[src/rtl/madd_pkg.sv]
package madd_pkg;
   typedef enum logic {ALU_ADD = 1'b0, ALU_MUL = 1'b1} alu_op_e;

   // register-file slot plan
   localparam int unsigned SLOT_A   = 0;
   localparam int unsigned SLOT_B   = 1;
   localparam int unsigned SLOT_C   = 2;
   localparam int unsigned SLOT_D   = 3;
   localparam int unsigned SLOT_T1  = 4;
   localparam int unsigned SLOT_T2  = 5;
   localparam int unsigned SLOT_F   = 6;
   localparam int unsigned N_INPUTS = 4;
   localparam int unsigned N_SLOTS  = 7;
endpackage

[src/rtl/madd_regfile.sv]
module madd_regfile
   import madd_pkg::*;
#(
   parameter int W      = 16,
   parameter int DEPTH  = 8,
   localparam int AW    = $clog2(DEPTH)
) (
   input  logic                        clk,
   input  logic                        rst_n,
   input  logic                        load_en,
   input  logic [N_INPUTS-1:0][W-1:0]  load_data,
   input  logic                        wb_en,
   input  logic [AW-1:0]               wb_addr,
   input  logic [W-1:0]                wb_data,
   input  logic [AW-1:0]               rd_addr_a,
   input  logic [AW-1:0]               rd_addr_b,
   output logic [W-1:0]                rd_data_a,
   output logic [W-1:0]                rd_data_b,
   output logic [W-1:0]                final_q
);
   logic [W-1:0] mem_q [DEPTH];

   for (genvar i = 0; i < DEPTH; i++) begin : g_entry
      always_ff @(posedge clk or negedge rst_n) begin
         if (!rst_n) begin
            mem_q[i] <= '0;
         end else if (load_en && (i < N_INPUTS)) begin
            mem_q[i] <= load_data[i];
         end else if (wb_en && (wb_addr == AW'(i))) begin
            mem_q[i] <= wb_data;
         end
      end
   end

   // write-through: a read of the entry under writeback sees the new value
   always_comb begin
      rd_data_a = (wb_en && wb_addr == rd_addr_a) ? wb_data : mem_q[rd_addr_a];
      rd_data_b = (wb_en && wb_addr == rd_addr_b) ? wb_data : mem_q[rd_addr_b];
   end

   assign final_q = mem_q[SLOT_F];
endmodule

[src/rtl/madd_alu.sv]
module madd_alu
   import madd_pkg::*;
#(
   parameter int W = 16
) (
   input  alu_op_e       op,
   input  logic [W-1:0]  lhs,
   input  logic [W-1:0]  rhs,
   output logic [W-1:0]  y
);
   always_comb begin
      unique case (op)
         ALU_MUL: y = lhs * rhs;
         default: y = lhs + rhs;
      endcase
   end
endmodule

[src/rtl/madd_seq.sv]
module madd_seq
   import madd_pkg::*;
#(
   parameter int AW = 3
) (
   input  logic           clk,
   input  logic           rst_n,
   input  logic           start,
   input  logic           mode_pipe,
   output logic           load_en,
   output logic           rd_go,
   output logic [AW-1:0]  rd_addr_a,
   output logic [AW-1:0]  rd_addr_b,
   output logic           ex_v,
   output alu_op_e        ex_op,
   output logic           wb_v,
   output logic [AW-1:0]  wb_addr,
   output logic           busy,
   output logic           done
);
   localparam int N_OPS = 3;
   localparam int IW    = $clog2(N_OPS + 1);

   logic [IW-1:0] idx_q;
   logic          pipe_q;
   logic [AW-1:0] ex_dst_q;
   logic          ex_last_q;
   logic          wb_last_q;
   alu_op_e       iss_op;
   logic [AW-1:0] iss_dst;

   // fixed schedule: a*b -> T1, T1+c -> T2, T2+d -> F
   always_comb begin
      unique case (idx_q)
         IW'(0): begin
            iss_op = ALU_MUL; rd_addr_a = AW'(SLOT_A);
            rd_addr_b = AW'(SLOT_B); iss_dst = AW'(SLOT_T1);
         end
         IW'(1): begin
            iss_op = ALU_ADD; rd_addr_a = AW'(SLOT_T1);
            rd_addr_b = AW'(SLOT_C); iss_dst = AW'(SLOT_T2);
         end
         default: begin
            iss_op = ALU_ADD; rd_addr_a = AW'(SLOT_T2);
            rd_addr_b = AW'(SLOT_D); iss_dst = AW'(SLOT_F);
         end
      endcase
   end

   assign load_en = start && !busy;
   // every op depends on its predecessor: wait while it is in execute;
   // the sequential schedule also waits out its writeback
   assign rd_go = busy && (idx_q != IW'(N_OPS)) && !ex_v && (pipe_q || !wb_v);

   always_ff @(posedge clk or negedge rst_n) begin
      if (!rst_n) begin
         busy      <= 1'b0;
         pipe_q    <= 1'b0;
         idx_q     <= '0;
         ex_v      <= 1'b0;
         ex_op     <= ALU_ADD;
         ex_dst_q  <= '0;
         ex_last_q <= 1'b0;
         wb_v      <= 1'b0;
         wb_addr   <= '0;
         wb_last_q <= 1'b0;
         done      <= 1'b0;
      end else begin
         ex_v      <= rd_go;
         wb_v      <= ex_v;
         wb_addr   <= ex_dst_q;
         wb_last_q <= ex_last_q;
         done      <= wb_v && wb_last_q;
         if (rd_go) begin
            idx_q     <= idx_q + IW'(1);
            ex_op     <= iss_op;
            ex_dst_q  <= iss_dst;
            ex_last_q <= (idx_q == IW'(N_OPS - 1));
         end
         if (load_en) begin
            busy   <= 1'b1;
            pipe_q <= mode_pipe;
            idx_q  <= '0;
         end else if (wb_v && wb_last_q) begin
            busy <= 1'b0;
         end
      end
   end
endmodule

[src/rtl/madd_datapath.sv]
module madd_datapath
   import madd_pkg::*;
#(
   parameter int DATA_W   = 16,
   parameter int RF_DEPTH = 8
) (
   input  logic              clk,
   input  logic              rst_n,
   input  logic              start,
   input  logic              mode_pipe,
   input  logic [DATA_W-1:0] op_a,
   input  logic [DATA_W-1:0] op_b,
   input  logic [DATA_W-1:0] op_c,
   input  logic [DATA_W-1:0] op_d,
   output logic [DATA_W-1:0] result,
   output logic              done
);
   localparam int AW = $clog2(RF_DEPTH);

   if (RF_DEPTH < N_SLOTS) begin : g_bad_depth
      $error("RF_DEPTH must provide at least %0d slots", N_SLOTS);
   end
   if (DATA_W < 2) begin : g_bad_width
      $error("DATA_W must be at least 2");
   end

   logic                             load_en, rd_go, ex_v, wb_v, busy;
   logic [AW-1:0]                    rd_addr_a, rd_addr_b, wb_addr;
   alu_op_e                          ex_op;
   logic [DATA_W-1:0]                rd_data_a, rd_data_b, alu_y;
   logic [DATA_W-1:0]                opnd_q1, opnd_q2, alu_q;
   logic [N_INPUTS-1:0][DATA_W-1:0]  load_data;

   assign load_data = {op_d, op_c, op_b, op_a};

   madd_seq #(.AW(AW)) u_seq (
      .clk(clk), .rst_n(rst_n), .start(start), .mode_pipe(mode_pipe),
      .load_en(load_en), .rd_go(rd_go), .rd_addr_a(rd_addr_a),
      .rd_addr_b(rd_addr_b), .ex_v(ex_v), .ex_op(ex_op), .wb_v(wb_v),
      .wb_addr(wb_addr), .busy(busy), .done(done)
   );

   madd_regfile #(.W(DATA_W), .DEPTH(RF_DEPTH)) u_rf (
      .clk(clk), .rst_n(rst_n), .load_en(load_en), .load_data(load_data),
      .wb_en(wb_v), .wb_addr(wb_addr), .wb_data(alu_q),
      .rd_addr_a(rd_addr_a), .rd_addr_b(rd_addr_b),
      .rd_data_a(rd_data_a), .rd_data_b(rd_data_b), .final_q(result)
   );

   madd_alu #(.W(DATA_W)) u_alu (
      .op(ex_op), .lhs(opnd_q1), .rhs(opnd_q2), .y(alu_y)
   );

   // staging registers: two operand latches and the ALU output latch
   always_ff @(posedge clk or negedge rst_n) begin
      if (!rst_n) begin
         opnd_q1 <= '0;
         opnd_q2 <= '0;
         alu_q   <= '0;
      end else begin
         if (rd_go) begin
            opnd_q1 <= rd_data_a;
            opnd_q2 <= rd_data_b;
         end
         if (ex_v) begin
            alu_q <= alu_y;
         end
      end
   end
endmodule

[config.mk]
export PLATFORM = sky130hd
export DESIGN_NAME = madd_datapath
export DESIGN_NICKNAME = d
export VERILOG_FILES = /design/src/rtl/madd_pkg.sv /design/src/rtl/madd_regfile.sv /design/src/rtl/madd_alu.sv /design/src/rtl/madd_seq.sv /design/src/rtl/madd_datapath.sv
export SDC_FILE = /design/constraint.sdc
export NUM_CORES = 1
export LEC_CHECK = 0
export BUFFER_PORTS_ARGS = -buffer_cell sky130_fd_sc_hd__buf_2
export CORE_MARGIN = 3
export CORE_UTILIZATION = 35
export DETAILED_ROUTE_END_ITERATION = 16
export PLACE_DENSITY = 0.54
export SKIP_LAST_GASP = 1
export SLEW_MARGIN = 20
export SYNTH_ARGS = -nofsm -noshare
export SYNTH_HDL_FRONTEND = slang
export SYNTH_SLANG_ARGS = --single-unit
[constraint.sdc]
create_clock -name clk -period 5.57 [get_ports clk]
set_clock_uncertainty 0.1 [all_clocks]
set_input_delay 0.557 -clock clk [delete_from_list [all_inputs] [get_ports clk]]
set_output_delay 0.557 -clock clk [all_outputs]
set_load 0.005 [all_outputs]
### After elaboration in Yosys (flattened, before gate mapping)

Index checks and enable logic that the tools add are counted.

| storage, ports and cells | value |
|---|---|
| register bits after elaboration | 192 |
| logic and storage cells | 93 |

| operators by class | value |
|---|---|
| add/sub/neg operators | 2 |
| multipliers | 1 |
| order comparisons | 2 |
| eq/ne operators | 12 |
| multiplexer cells | 25 |
| bitwise operators | 2 |
| reductions and logical operators | 27 |

Operator list:

| operator | count |
|---|---|
| two-way mux 16 bit | 15 |
| binary-select mux 16 bit (select 3 bit) | 2 |
| adder 16 bit | 1 |
| multiplier 16 x 16 -> 16 bit | 1 |
| logical AND 1 bit | 15 |
| == test 3 bit, second input constant | 4 |
| nonzero test 2 bit | 6 |
| greater-or-equal comparator 4 bit, second input constant | 2 |
| case mux 2 bit (2 select lines) | 2 |
| == test 3 x 2 -> 1 bit, second input constant | 2 |
| case mux 3 bit (2 select lines) | 1 |
| two-way mux 2 bit | 2 |
| inverter 2 -> 4 bit | 1 |
| inverter 3 -> 4 bit | 1 |
| == test 3 x 1 -> 1 bit, second input constant | 1 |
| == test 3 x 2 -> 1 bit | 1 |
| == test 3 bit | 1 |
| zero test 1 bit | 3 |
| zero test 3 bit | 1 |
| two-way mux 1 bit | 3 |
| adder 2 x 1 -> 2 bit, second input constant | 1 |
| == test 2 x 1 -> 1 bit, second input constant | 1 |
| == test 2 bit, second input constant | 1 |
| zero test 2 bit | 1 |
| 2 further kinds | 2 |

### Longest topological paths before layout

Gate-level depths: netlist of run 1.

| logic depth | value |
|---|---|
| depth after elaboration | 7 |
| depth in mapped cells | 21 |
| mapped depth without buffers | 20 |

### Modules after synthesis

From an unflattened synthesis of run 1, not the netlist that was laid out.

| unflattened totals | value |
|---|---|
| cell total of the unflattened synthesis | 1,338 |
| area, all modules | 15,552.4 um2 |

By module, submodules not included:

| module | instances | cells each | area each (um2) |
|---|---|---|---|
| madd_regfile | 1 | 613 | 8,171.6 |
| madd_alu | 1 | 570 | 4,690.7 |
| madd_datapath | 1 | 102 | 1,994.4 |
| madd_seq | 1 | 53 | 695.7 |

### Least setup slack after synthesis of run 1

OpenSTA, ideal clock, no wires.

| timing path | value |
|---|---|
| path type | register -> register |
| from | reg opnd_q2[1] |
| to | reg alu_q[15] |
| setup time | 0.134 ns |
| data arrival time | 5.144 ns |
| setup slack | 0.191 ns |
| stages on the path, launching flop included | 20 |
| clock period less this slack | 5.379 ns |
| cells stage by stage | dfrtp_1 -> clkbuf_1 -> nand2_1 -> fa_1 -> fa_1 -> fa_1 -> fa_1 -> inv_1 -> fa_1 -> inv_1 -> fa_1 -> inv_1 -> ha_1 -> a21o_1 -> a21oi_1 -> o21ai_1 -> o31ai_4 -> xnor2_1 -> and2_1 -> o22ai_2 |

| between the ends | value |
|---|---|
| cells in the longest elaborated chain, start to end | 2 |
| elaborated cells between the ends (all ways) | 3 |

Ends and longest elaborated chain:

| item | RTL line | RTL |
|---|---|---|
| from (decl) | madd_datapath.sv:31 | `logic [DATA_W-1:0] opnd_q1, opnd_q2, alu_q;` |
| from (signal assigned) | madd_datapath.sv:63 | `opnd_q2 <= rd_data_b;` |
| multiplier 16 x 16 -> 16 bit or adder 16 bit (tied branches) | madd_alu.sv:13, madd_alu.sv:14 |  |
| two-way mux 16 bit * | madd_alu.sv:12 | `unique case (op)` |
| to (signal assigned) | madd_datapath.sv:66 | `alu_q <= alu_y;` |
| to (decl) | madd_datapath.sv:31 |  |

Every way passes the cells marked *; elsewhere a longest branch is shown, timed or not.
A chain may end at the register's enable or synchronous reset.

### Worst setup path in the final report of run 1

| timing path | value |
|---|---|
| from | reg opnd_q2[4] |
| to | reg alu_q[15] |

The elaborated chain is that of the path after synthesis.

==> results of run 1 <==
## synth_stat cells (5+ instances only)
library cell / number
o21ai_0: 22
nor2b_1: 7
nand3_1: 9
a31oi_1: 5
xnor2_1: 34
nor2_1: 46
mux2_2: 45
a21o_1: 6
and2_1: 60
mux2_1: 16
nand2b_1: 7
inv_1: 128
o21ai_1: 95
mux2i_1: 97
buf_4: 19
ha_1: 68
nand2_1: 188
clkbuf_1: 61
mux4_2: 16
buf_2: 16
and2_2: 6
fa_1: 81
xor2_1: 18
a21oi_1: 50
dfrtp_1: 176
## area by class of cell
type / instances / area (µm²)
fillers: 3500 / 21260
clock inverters: 10 / 181.4
flip-flops and latches: 176 / 4414
multi-input cells: 910 / 7706
repair buffers: 146 / 905.9
inverters: 128 / 480.5
well taps: 461 / 576.8
clock buffers: 22 / 474.2
## per-stage QoR
stage               setup slack (ns)  instance area, µm²  setup TNS (ns)  cells  hold slack (ns)
floorplan                     0.1913               12950               0   1315           0.1614
global placement              0.1392               13940               0   1814           0.2554
detailed placement           0.08345               13940               0   1814           0.2579
CTS                          0.05635               14590               0   1846           0.1711
global route              -0.0004041               14740      -0.0004041   1853           0.2136
finish                        0.2230               14740               0   1853           0.1375
## layer usage
metal	vias up	track usage	wire [µm]
met5	-	0	0
met3	23	0.01982	1047
li1	4406	-	-
met1	4563	0.2517	16100
met2	162	0.2724	14830
met4	0	0.03591	340
## cell families (layout without fill, tap and decap cells)
kind of cell | after synthesis | after routing | synth area share
simple gates | 336 | 336 | 0.1179
flops | 176 | 176 | 0.3400
mux | 174 | 174 | 0.1558
fa+ha+maj | 149 | 149 | 0.1909
compound gates | 197 | 197 | 0.08327
buf+inv | 229 | 306 | 0.07400
xor+xnor | 54 | 54 | 0.03816
## path summary, 6_finish.rpt
check / startpoint / endpoint / slack, ns / depth (start not counted)
worst max-delay path: opnd_q2[4]$_DFFE_PN0P_ / alu_q[15]$_DFFE_PN0P_ / 0.22 / 20
worst min-delay path: rst_n / u_rf.mem_q[106]$_DFFE_PN0P_ / 0.14 / 1
worst max register to register: opnd_q2[4]$_DFFE_PN0P_ / alu_q[15]$_DFFE_PN0P_ / 0.22 / 20
worst min register to register: u_seq.ex_dst_q[2]$_DFFE_PN0P_ / u_seq.wb_addr[2]$_DFF_PN0_ / 0.27 / 0
max in group asynchronous: rst_n / u_rf.mem_q[34]$_DFFE_PN0P_ / 4.08 / 2
min in group clk: op_b[2] / u_rf.mem_q[98]$_DFFE_PN0P_ / 0.23 / 3
## worst max-delay path, delay by kind of cell (launching register included)
kind | cells | cell delay (ns)
AOI/OAI and AO/OA | 5 | 0.80
xor gates and xnor gates | 1 | 0.15
adders and majority gates | 7 | 3.06
buffers and inverters | 5 | 0.36
DFF | 1 | 0.41
and+or+nand+nor | 2 | 0.32
## repair_timing
action / in CTS / in global routing
setup endpoints to repair: 0 / 5
setup buffers: 0 / 6
gates resized for setup: 0 / 26
## flip-flops by register name, summed over array words and instances, names as in the netlist
register and count:
u_seq.wb_addr 3, u_seq.pipe_q 1, u_seq.ex_last_q 1, opnd_q2 16, opnd_q1 16, u_seq.wb_v 1
u_seq.wb_last_q 1, u_seq.ex_op 1, u_seq.ex_dst_q 3, u_rf.mem_q 96, u_seq.done 1, u_seq.idx_q 2
u_seq.busy 1, u_rf.final_q 16, alu_q 16, u_seq.ex_v 1
==> flow_summary_export.csv, run 1 <==
group,metric,value,unit
die,floorplan.io_pins,85,
place,place_congestion,0.8483,
worst_setup_path,cp_cell_sequence,"buf_4, and2_1, fa_1, inv_1, fa_2, fa_1, fa_1, inv_1, fa_1, inv_1, fa_1, inv_1, ha_4, a21o_1, a21oi_2, o21ai_2, o31ai_4, xnor2_1, and2_1, o22ai_2",
die,die_x,198.4,µm
place,buffers_added_on_ports,84,
worst_setup_path,worst_path_largest_cell_delay,0.53,ns
yosys,synth_sequential_area_ratio,0.3400,
detailed_routing,number_of_optimization_iterations_in_the_first_detailed_route_pass,5,
cells_and_area,mostFrequentLayoutCell,"nand2_1",
detailed_routing,drt-initial-drc-count,491,
detailed_routing,routed_wirelength,32320,µm
yosys,postSynthRegisterBits,176,
sta,report.final.hold_viol_count,0,
sta,max_slew.worst_pin.slew,0.9760,ns
yosys,synth.top_cell.area_share,0.3400,
detailed_routing,drcViolationCount,0,
sta,period_needed,5.347,ns
worst_setup_path,critical_path.max_fanout,4,
worst_setup_path,endpoint_kind_of_the_worst_setup_timing_path,"flop",
sta,fin_crit_sh,0.9600,
yosys,synth_edf_count,0,
sta,max_slew_margin,0.3478,
cells_and_area,most_frequent_cells_in_the_layout,"188 x nand2_1, 168 x dfrtp_1, 127 x inv_1, 97 x mux2i_1, 94 x o21ai_1",
yosys,mappedNetlistArea,0.01295,mm²
flow_run,maxCapViolations,0,
worst_setup_path,worst_ep_required_time,5.78,ns
clock_network,clockRootBuffer,"clkbuf_16",
detailed_routing,wl_per_cell,17.44,µm
cells_and_area,net_count_reported_at_finish,1596,
global_route,grt_max_degree,99,
global_route,grt_pass1_wl,53270,µm
detailed_routing,route.antenna.remaining_nets,0,
yosys,postSynth.asyncResetShare,1.000,
die,coreArea,0.03600,mm²
worst_setup_path,worstPathArrival,5.56,ns
yosys,dominantRegCellSynth,"dfrtp_1",
yosys,synth_nets,1532,
sta,timing.fmax,187.0,MHz
place,hpwl,24280,µm
clock_network,insertion_delay,0.43,ns
cells_and_area,antenna-diode-count,0,
cells_and_area,syn2layout_area_growth,13.79,%
detailed_routing,dr_total_vias,9154,
clock_network,clk_transition_reported_paths,0.07,ns
die,chipHeight,198.4,µm
yosys,netlist.top_cell.by_area,"dfrtp_1",
hold_path,hold_class,"input pin to async pin",
clock_network,cts_buffers,17,
clock_network,clock_sinks,176,
cells_and_area,drive_gt1_frac,0.2011,
worst_setup_path,critical_path.startpoint_type,"flop",
worst_setup_path,crit_path_frequent_cell,"fa_1",
clock_network,cts_max_path_buffers,2,
detailed_routing,drt-vias-per-instance,4.940,
sta,rsz0062_at_grt,"yes",
die,design.die.area,0.03935,mm²
global_route,grt_remaining_overflow,0,
yosys,netlist-cell-type-count,51,
global_route,antenna_found_initial,0,
cells_and_area,final_core_utilization,0.4094,
worst_setup_path,critPathKind,"flop to flop",
die,rows,69,
sta,final-setup-viol-count,0,
global_route,gr-usage-all-layers,0.1706,
yosys,yosys_warnings,0,
yosys,post_synthesis_area_per_instance,9.850,µm²
yosys,postSynthCellCount,1315,
global_route,grt_pass1_vias,9602,
sta,final_max_slew_viols,0,
die,floorplan.initialDensity,0.3598,
clock_network,cts_max_level,4,
status,outcome,"completed",
yosys,synth.area.top_cells,"dfrtp_1 34%, fa_1 13%, mux2i_1 7.5%",
clock_network,cts_tree,"yes",
clock_network,cts_hold_buf,0,
worst_setup_path,crit_path_top_delay_cell,"fa_1",
Power of run 1 is left out: the tool's default activity adds up to more than one toggle a clock period on the data nets, which glitch-free logic cannot reach.
==> run 2: changes to the inputs <==
- CTS_BUF_LIST: unset -> sky130_fd_sc_hd__clkbuf_8
==> flow_summary_export.csv, run 2 (synthesis results as in run 1) <==
group,metric,value,unit
die,floorplan.io_pins,85,
clock_network,cts_max_path_buffers,2,
hold_path,hold_class,"input pin to async pin",
worst_setup_path,critical_path.startpoint_type,"flop",
cells_and_area,largest_register_ff_count,96,
global_route,gr-usage-all-layers,0.1705,
global_route,grt_remaining_overflow,0,
sta,max_slew_margin,0.3497,
global_route,grt_max_degree,99,
worst_setup_path,worst_r2r_setup_slack,0.21,ns
cells_and_area,mostFrequentLayoutCell,"nand2_1",
detailed_routing,drt-initial-drc-count,486,
cells_and_area,most_frequent_cells_in_the_layout,"188 x nand2_1, 168 x dfrtp_1, 129 x inv_1, 97 x mux2i_1, 94 x o21ai_1",
detailed_routing,wl_per_cell,17.41,µm
worst_setup_path,critical_path.max_fanout,4,
place,buffers_added_on_ports,84,
clock_network,clock_sinks,176,
place,place_congestion,0.8483,
sta,timing.fmax,186.7,MHz
sta,finalWorstSetupSlack,0.2147,ns
clock_network,cts_max_level,4,
clock_network,cts_tree,"yes",
detailed_routing,drcViolationCount,0,
sta,report.final.hold_viol_count,0,
cells_and_area,most_flops_register,"u_rf.mem_q",
detailed_routing,drt-vias-per-instance,4.916,
detailed_routing,route.antenna.remaining_nets,0,
sta,rsz0062_at_grt,"yes",
flow_run,maxCapViolations,0,
global_route,antenna_found_initial,0,
die,die_x,198.4,µm
die,floorplan.initialDensity,0.3598,
die,design.die.area,0.03935,mm²
worst_setup_path,rr_startpoint,"opnd_q2[4]$_DFFE_PN0P_",
die,chipHeight,198.4,µm
worst_setup_path,worstPathArrival,5.61,ns
place,place_ws,0.08345,ns
cells_and_area,syn2layout_area_growth,12.32,%
detailed_routing,routed_wirelength,32270,µm
status,outcome,"completed",
worst_setup_path,rr_worst_depth,20,
clock_network,clockRootBuffer,"clkbuf_8",
worst_setup_path,timing.rr.end,"alu_q[15]$_DFFE_PN0P_",
clock_network,cts_buffers,17,
clock_network,cts_hold_buf,0,
detailed_routing,number_of_optimization_iterations_in_the_first_detailed_route_pass,4,
worst_setup_path,startpoint,"opnd_q2[4]$_DFFE_PN0P_",
clock_network,insertion_delay,0.47,ns
sta,max_slew.worst_pin.slew,0.9730,ns
sta,final_max_slew_viols,0,
cells_and_area,drive_gt1_frac,0.2011,
detailed_routing,dr_total_vias,9110,
sta,period_needed,5.355,ns
global_route,grt_pass1_wl,53130,µm
global_route,grt_pass1_vias,9555,
worst_setup_path,critPathKind,"flop to flop",
sta,fin_crit_sh,0.9615,
cells_and_area,antenna-diode-count,0,
cells_and_area,net_count_reported_at_finish,1596,
die,coreArea,0.03600,mm²
clock_network,clk_transition_reported_paths,0.10,ns
worst_setup_path,endpoint_kind_of_the_worst_setup_timing_path,"flop",
place,hpwl,24280,µm
sta,final-setup-viol-count,0,
die,rows,69,
worst_setup_path,worst_ep_required_time,5.83,ns
run 2: cell types whose count changed in the layout (fill, tap and decap cells not counted), sizes merged:
cell | previous run | this run
clkbuf | 24 | 22
inv | 128 | 130
run 2: worst max-delay path by stage:
stage	end	slack [ns]	cells after the start
finish	alu_q[15]$_DFFE_PN0P_	0.21	20
global route	alu_q[15]$_DFFE_PN0P_	-0.002	19
CTS	alu_q[15]$_DFFE_PN0P_	0.06	19
floorplan	alu_q[15]$_DFFE_PN0P_	0.19	19
detailed placement	alu_q[15]$_DFFE_PN0P_	0.08	19
global placement	alu_q[15]$_DFFE_PN0P_	0.14	19
run 2: critical path, stage by stage, from the launching register on:
cell and delay [ns]:
dfrtp_1 0.42, buf_4 0.15, and2_1 0.16, fa_1 0.53, inv_1 0.06, fa_2 0.42, fa_1 0.41, fa_1 0.49
inv_1 0.05, fa_1 0.53, inv_1 0.05, fa_1 0.47, inv_1 0.06, ha_4 0.21, a21o_1 0.18, a21oi_2 0.15
o21ai_2 0.10, o31ai_4 0.31, xnor2_1 0.16, and2_1 0.16, o22ai_2 0.07
run 2: what timing repair did:
action | CTS | global route
setup buffers | 0 | 6
resized for setup | 0 | 26
endpoints found under the setup margin | 0 | 5
run 2: area by class of cell:
type                    instances  area, µm²
clock inverters                12      188.9
multi-input cells             910       7706
repair buffers                146      905.9
well taps                     461      576.8
inverters                     128      480.5
fillers                      3527      21450
clock buffers                  20      275.3
flip-flops and latches        176       4414
run 2: metrics by stage:
stage	hold WS (ns)	TNS, ns	cells	cell area (µm²)	utilization
floorplan	0.1614	0	1315	12950	-
global placement	0.2554	0	1814	13940	0.3872
detailed placement	0.2579	0	1814	13940	0.3872
CTS	0.1021	0	1846	14400	0.4001
global route	0.1226	-0.002405	1853	14550	0.4041
finish	0.07328	0	1853	14550	0.4041
run 2: metal layers:
layer	vias to the layer above	share of wire	wire, µm	GRT usage
met5	-	0	0	0
met4	0	0.0098	316	0.03434
met3	20	0.033	1052	0.02134
met2	163	0.46	14720	0.2712
met1	4520	0.50	16180	0.2520
li1	4407	-	-	-
Power of run 2 is left out for the same reason.
